<file path="config.mk">
export PLATFORM = sky130hd
export DESIGN_NAME = flash_pd_sig
export DESIGN_NICKNAME = d
export VERILOG_FILES = /design/src/rtl/flash_pd_sig.sv
export SDC_FILE = /design/constraint.sdc
export NUM_CORES = 1
export LEC_CHECK = 0
export BUFFER_PORTS_ARGS = -buffer_cell sky130_fd_sc_hd__clkbuf_2
export CAP_MARGIN = 20
export CORE_AREA = 2 2 71 73
export CTS_CLUSTER_DIAMETER = 150
export DETAILED_ROUTE_END_ITERATION = 8
export DIE_AREA = 0 0 73 75
export PLACE_DENSITY = 0.61
export REMOVE_ABC_BUFFERS = 1
export SLEW_MARGIN = 0
export SYNTH_ARGS = -nofsm -noshare
export SYNTH_HDL_FRONTEND = slang
export SYNTH_SLANG_ARGS = --single-unit
export TNS_END_PERCENT = 100
</file>
<file path="constraint.sdc">
create_clock -name clk -period 2.5 [get_ports clk]
set_input_delay 0.5 -clock clk [delete_from_list [all_inputs] [get_ports clk]]
set_output_delay 0.5 -clock clk [all_outputs]
set_load 0.01 [all_outputs]
</file>
<file path="src/rtl/flash_pd_sig.sv">
module flash_pd_sig #(
  parameter logic [7:0] SIG = 8'h05,
  parameter logic [7:0] OP_REL = 8'hAB,
  parameter logic [7:0] OP_PD = 8'hB9,
  parameter int DUMMY_BYTES = 3,
  parameter int WAKE_CYCLES = 64
) (
  input  logic       clk,
  input  logic       rst_n,
  input  logic       spi_cs_n,
  input  logic       spi_sck,
  input  logic       spi_mosi,
  output logic       spi_miso,
  output logic       spi_miso_oe,
  input  logic       busy_i,
  input  logic       dpd_req,
  output logic [1:0] pwr_mode,
  output logic       ready
);
  localparam int HDR = 8 * (DUMMY_BYTES + 1);
  localparam int CW = $clog2(HDR + 1);
  localparam int WW = $clog2(WAKE_CYCLES + 1);
  localparam logic [1:0] M_STBY = 2'd0, M_DPD = 2'd1, M_WAKE = 2'd2, M_BUSY = 2'd3;

  logic [2:0] cs_p, sck_p;
  logic [1:0] mosi_p;
  logic [1:0] st;
  logic [WW-1:0] wake_cnt;
  logic [CW-1:0] bit_cnt;
  logic [6:0] op_sh;
  logic [7:0] op_full;
  logic sel_ok, rel_hit, pd_hit, out_on;
  logic [2:0] out_idx;

  always_ff @(posedge clk or negedge rst_n)
    if (!rst_n) begin
      cs_p <= 3'b111;
      sck_p <= 3'b000;
      mosi_p <= 2'b00;
    end else begin
      cs_p <= {cs_p[1:0], spi_cs_n};
      sck_p <= {sck_p[1:0], spi_sck};
      mosi_p <= {mosi_p[0], spi_mosi};
    end

  wire cs_idle  = cs_p[1] & cs_p[2];
  wire cs_fall  = !cs_p[1] & cs_p[2];
  wire cs_rise  = cs_p[1] & !cs_p[2];
  wire sel      = !cs_p[1] & !cs_p[2];
  wire sck_rise = sel & sck_p[1] & !sck_p[2];
  wire sck_fall = sel & !sck_p[1] & sck_p[2];
  wire hdr_done = bit_cnt == CW'(HDR);
  assign op_full = {op_sh, mosi_p[1]};

  always_ff @(posedge clk or negedge rst_n)
    if (!rst_n) begin
      bit_cnt <= '0;
      op_sh <= '0;
      sel_ok <= 1'b0;
      rel_hit <= 1'b0;
      pd_hit <= 1'b0;
      out_on <= 1'b0;
      out_idx <= '0;
    end else if (cs_fall) begin
      bit_cnt <= '0;
      rel_hit <= 1'b0;
      pd_hit <= 1'b0;
      out_on <= 1'b0;
      out_idx <= '0;
      sel_ok <= st != M_WAKE;
    end else if (cs_rise) begin
      out_on <= 1'b0;
    end else begin
      if (sck_rise && !hdr_done) begin
        bit_cnt <= bit_cnt + 1'b1;
        if (bit_cnt < CW'(7)) op_sh <= {op_sh[5:0], mosi_p[1]};
        if (bit_cnt == CW'(7) && sel_ok && !busy_i) begin
          rel_hit <= op_full == OP_REL;
          pd_hit <= (op_full == OP_PD) && (st == M_STBY);
        end
      end
      if (sck_fall && rel_hit && hdr_done) begin
        if (out_on) out_idx <= out_idx + 1'b1;
        else begin
          out_on <= 1'b1;
          out_idx <= '0;
        end
      end
    end

  always_ff @(posedge clk or negedge rst_n)
    if (!rst_n) begin
      st <= M_STBY;
      wake_cnt <= '0;
    end else if (st == M_WAKE) begin
      if (wake_cnt == '0) st <= M_STBY;
      else wake_cnt <= wake_cnt - 1'b1;
    end else if (cs_rise && rel_hit && st == M_DPD) begin
      st <= M_WAKE;
      wake_cnt <= WW'(WAKE_CYCLES - 1);
    end else if (cs_rise && pd_hit && st == M_STBY) begin
      st <= M_DPD;
    end else if (dpd_req && cs_idle && !busy_i && st == M_STBY) begin
      st <= M_DPD;
    end

  assign spi_miso_oe = out_on;
  assign spi_miso = out_on & SIG[~out_idx];
  assign pwr_mode = (st == M_STBY && busy_i) ? M_BUSY : st;
  assign ready = st != M_WAKE;


  oe_idle_chk: assert property (@(posedge clk) disable iff (!rst_n) cs_idle |-> !out_on);

  oe_hdr_chk: assert property (@(posedge clk) disable iff (!rst_n) out_on |-> hdr_done);

  idx_hold_chk: assert property (@(posedge clk) disable iff (!rst_n)
    (!sck_fall && !cs_fall) |=> $stable(out_idx));

  dpd_hold_chk: assert property (@(posedge clk) disable iff (!rst_n)
    (st == M_DPD && !cs_rise) |=> st == M_DPD);

  wake_exit_chk: assert property (@(posedge clk) disable iff (!rst_n)
    (st == M_WAKE) |=> (st == M_WAKE || st == M_STBY));

  abort_chk: assert property (@(posedge clk) disable iff (!rst_n)
    (cs_rise && bit_cnt < CW'(8) && st != M_WAKE) |=> $stable(st));
endmodule

</file>
==> impl_metrics.tcl <==
set metrics [dict create \
    max-cap-violations 0 \
    antenna_cells 0 \
    r2r_cells 6 \
    viasPerCell 5.42 \
    fin_util 0.438 \
    cts_tree "done" \
    vias 1279 \
    netlist_area_mm2 0.00185 \
    cp.required_ns 2.67 \
    grt_use_met2 0.233 \
    p_seq_frac 0.576 \
    grt.busiest_layer "met2" \
    io_buffers 11 \
    timing.rr.start "cs_p[1]" \
    worstHoldStart "spi_cs_n" \
    period_share 0.748 \
    finClkSkew_ns 0.00899 \
    place_hpwl_um 2400 \
    cpPeakStageDelay_ns 0.58 \
    crit_buf_inv 1 \
    die_y_um 75 \
    path_cells "inv_1, ha_1, and4b_1, and3_1, and4b_1, mux2_2" \
    ys_seq_elements 37 \
    synth-edff-count 0 \
    start_util 0.396 \
    tns_ns 0 \
    final_common_cell "dfrtp_1" \
    antenna_found_initial 0 \
    drt_iter0_drc 110 \
    crit_fanout 7 \
    cts_buffer_depth 2 \
    grt_max_degree 38 \
    run_status "completed" \
    fin_nets 198 \
    grt_use_total 0.144 \
    cp.arrival_ns 2.04 \
    post_cts_resized 0 \
    power.density_mw_per_mm2 547 \
    hold_viol_final 0 \
    syn-instance-count 165 \
    core_area_mm2 0.00466 \
    worst-path-stages 6 \
    ys_seq_area_frac 0.503 \
    root_buffer "clkbuf_8" \
    final_cell_area_mm2 0.00204 \
    cp-end-kind "register" \
    clk_pin_slew_ns 0.07 \
    layout-drive-gt1-share 0.154 \
    cp_slowest_cell "dfstp_2" \
    htreeDepth 2 \
    synth_cell_types 41 \
    fp.dieW_um 73 \
    grt_pass1_vias 1341 \
    critPathLaunch "cs_p[1]" \
    intPower_mw 0.852 \
    layout_common_cells "34 x dfrtp_1, 15 x nor2_1, 12 x inv_1" \
    p_sw_frac 0.237 \
    crit_family "simple AND/OR/NAND/NOR gates" \
    crit_path_frequent_cell "and4b_1" \
    use_met3 0.0482 \
    clkLatencyLatePin_ns 0.29 \
    hold_buffers 0 \
    clockPowerShare 0.365 \
    wire_per_inst_um 13.8 \
    power.total_mw 1.12 \
    ant_nets 0 \
    critPathKind "register to register" \
    p_leak_nw 0.989 \
    grt_pass1_wl_um 5950 \
    cts.sinks 37 \
    rsz0062_at_grt "false" \
    place_congestion 0.759 \
    slew_headroom 0.390 \
    p_comb_frac 0.060 \
    overflow 0 \
    hold_depth 1 \
    drt-total-wl_um 3270 \
    peakVddDrop_mv 0.247 \
    avgSynthCellArea_um2 11.2 \
    fmax_ghz 0.535 \
    switchingPower_mw 0.265 \
    synthFlopType "dfrtp_1" \
    postPlaceCellArea_mm2 0.00196 \
    yosys_warnings 0 \
    drt-pass1-iter-count 4 \
    worst_setup_path_start_kind "register" \
    worstMarginPinSlew_ns 0.915 \
    post-route-min-period_ns 1.87 \
    async_flop_share 1.00 \
    use_met1 0.177 \
    die-area_mm2 0.00548 \
    hold_path.class "primary input to register" \
    numCtsBuffers 5 \
    final.fill_count 432 \
    postCtsSetupBuffers 0 \
    ios 12 \
    finalNonFillerCells 236 \
    maxSlewViolCount 0 \
    dp.cells 228 \
    drc 0 \
    rows 25 \
    layout-area-overhead-vs-synth_pct 10.6 \
    finalSetupViolations 0 \
]
final cells by class:
| cell class | count | area [um^2] | area share |
|---|---|---|---|
| sequential | 37 | 930 | 0.455 |
| multi-input combinational | 112 | 853 | 0.418 |
| clock buffer | 8 | 80.1 | 0.0392 |
| tap | 54 | 67.6 | 0.0331 |
| timing repair buffer | 12 | 62.6 | 0.0306 |
| inverter | 13 | 48.8 | 0.0239 |
final timing paths:
kind	end	slack, ns
setup / recovery	out_idx[0]	0.63
hold / removal	cs_p[0]	0.29
setup reg to reg	out_idx[0]	0.63
hold reg to reg	sck_p[1]	0.35
max in group asynchronous	op_sh[3]	1.59
min in group asynchronous	bit_cnt[4]	0.33
synth_stat cells, types with 2 or more instances:
cell	count	share of area
dfrtp_1	34	0.46
nor2_1	15	0.030
inv_1	12	0.024
ha_1	10	0.068
mux2_1	9	0.055
nand2_1	8	0.016
o21ai_0	8	0.022
a21oi_1	5	0.014
mux2i_1	5	0.027
a31oi_1	3	0.010
and3_1	3	0.010
dfstp_2	3	0.043
nand4_1	3	0.010
nand4b_1	3	0.014
nor3_1	3	0.0081
o21ai_1	3	0.0081
a211oi_1	2	0.0081
a21o_1	2	0.0081
a22o_1	2	0.0095
and2_1	2	0.0068
and4b_1	2	0.011
clkbuf_1	2	0.0041
mux2_2	2	0.012
nand2b_1	2	0.0068
nand3_1	2	0.0054
nand3b_1	2	0.0081
nor2b_1	2	0.0068
nor3b_1	2	0.0081
nor4_2	2	0.014
metrics by stage:
stage	hold slack, ns	setup WS, ns
after detailed placement	0.337	0.635
after CTS	0.284	0.629
after floorplan	0.204	0.619
after global placement	0.335	0.688
after global routing	0.278	0.535
final	0.293	0.631
state kept, by name, summed over array words and instances (netlist names):
| register | count |
|---|---|
| mosi_p | 2 |
| out_idx | 3 |
| spi_miso_oe | 1 |
| sck_p | 3 |
| wake_cnt | 7 |
| rel_hit | 1 |
| sel_ok | 1 |
| bit_cnt | 6 |
| st | 2 |
| op_sh | 7 |
| pd_hit | 1 |
| cs_p | 3 |
routing by layer:
metal,share of wire,wire length [um],vias to the layer above
met5,0,0,-
met4,0.013,41,0
met2,0.49,1590,16
met3,0.037,120,4
li1,-,-,623
met1,0.46,1520,636
power by group through the flow:
stage | combinational (mW) | sequential [mW] | clock [mW]
2_1_floorplan | 0.0403 | 0.649 | 0
3_3_place_gp | 0.0656 | 0.653 | 0
3_5_place_dp | 0.0684 | 0.655 | 0
4_1_cts | 0.0686 | 0.643 | 0.418
5_1_grt | 0.0783 | 0.647 | 0.443
6_report | 0.0666 | 0.643 | 0.407
cell families after synthesis:
kind of cell,synth area share
DFF,0.503
adders and majority gates,0.0678
AOI/OAI and AO/OA,0.105
and+or+nand+nor,0.195
muxes,0.0942
buffers and inverters,0.0346
Note: power is estimated with default switching activity, not from simulation.
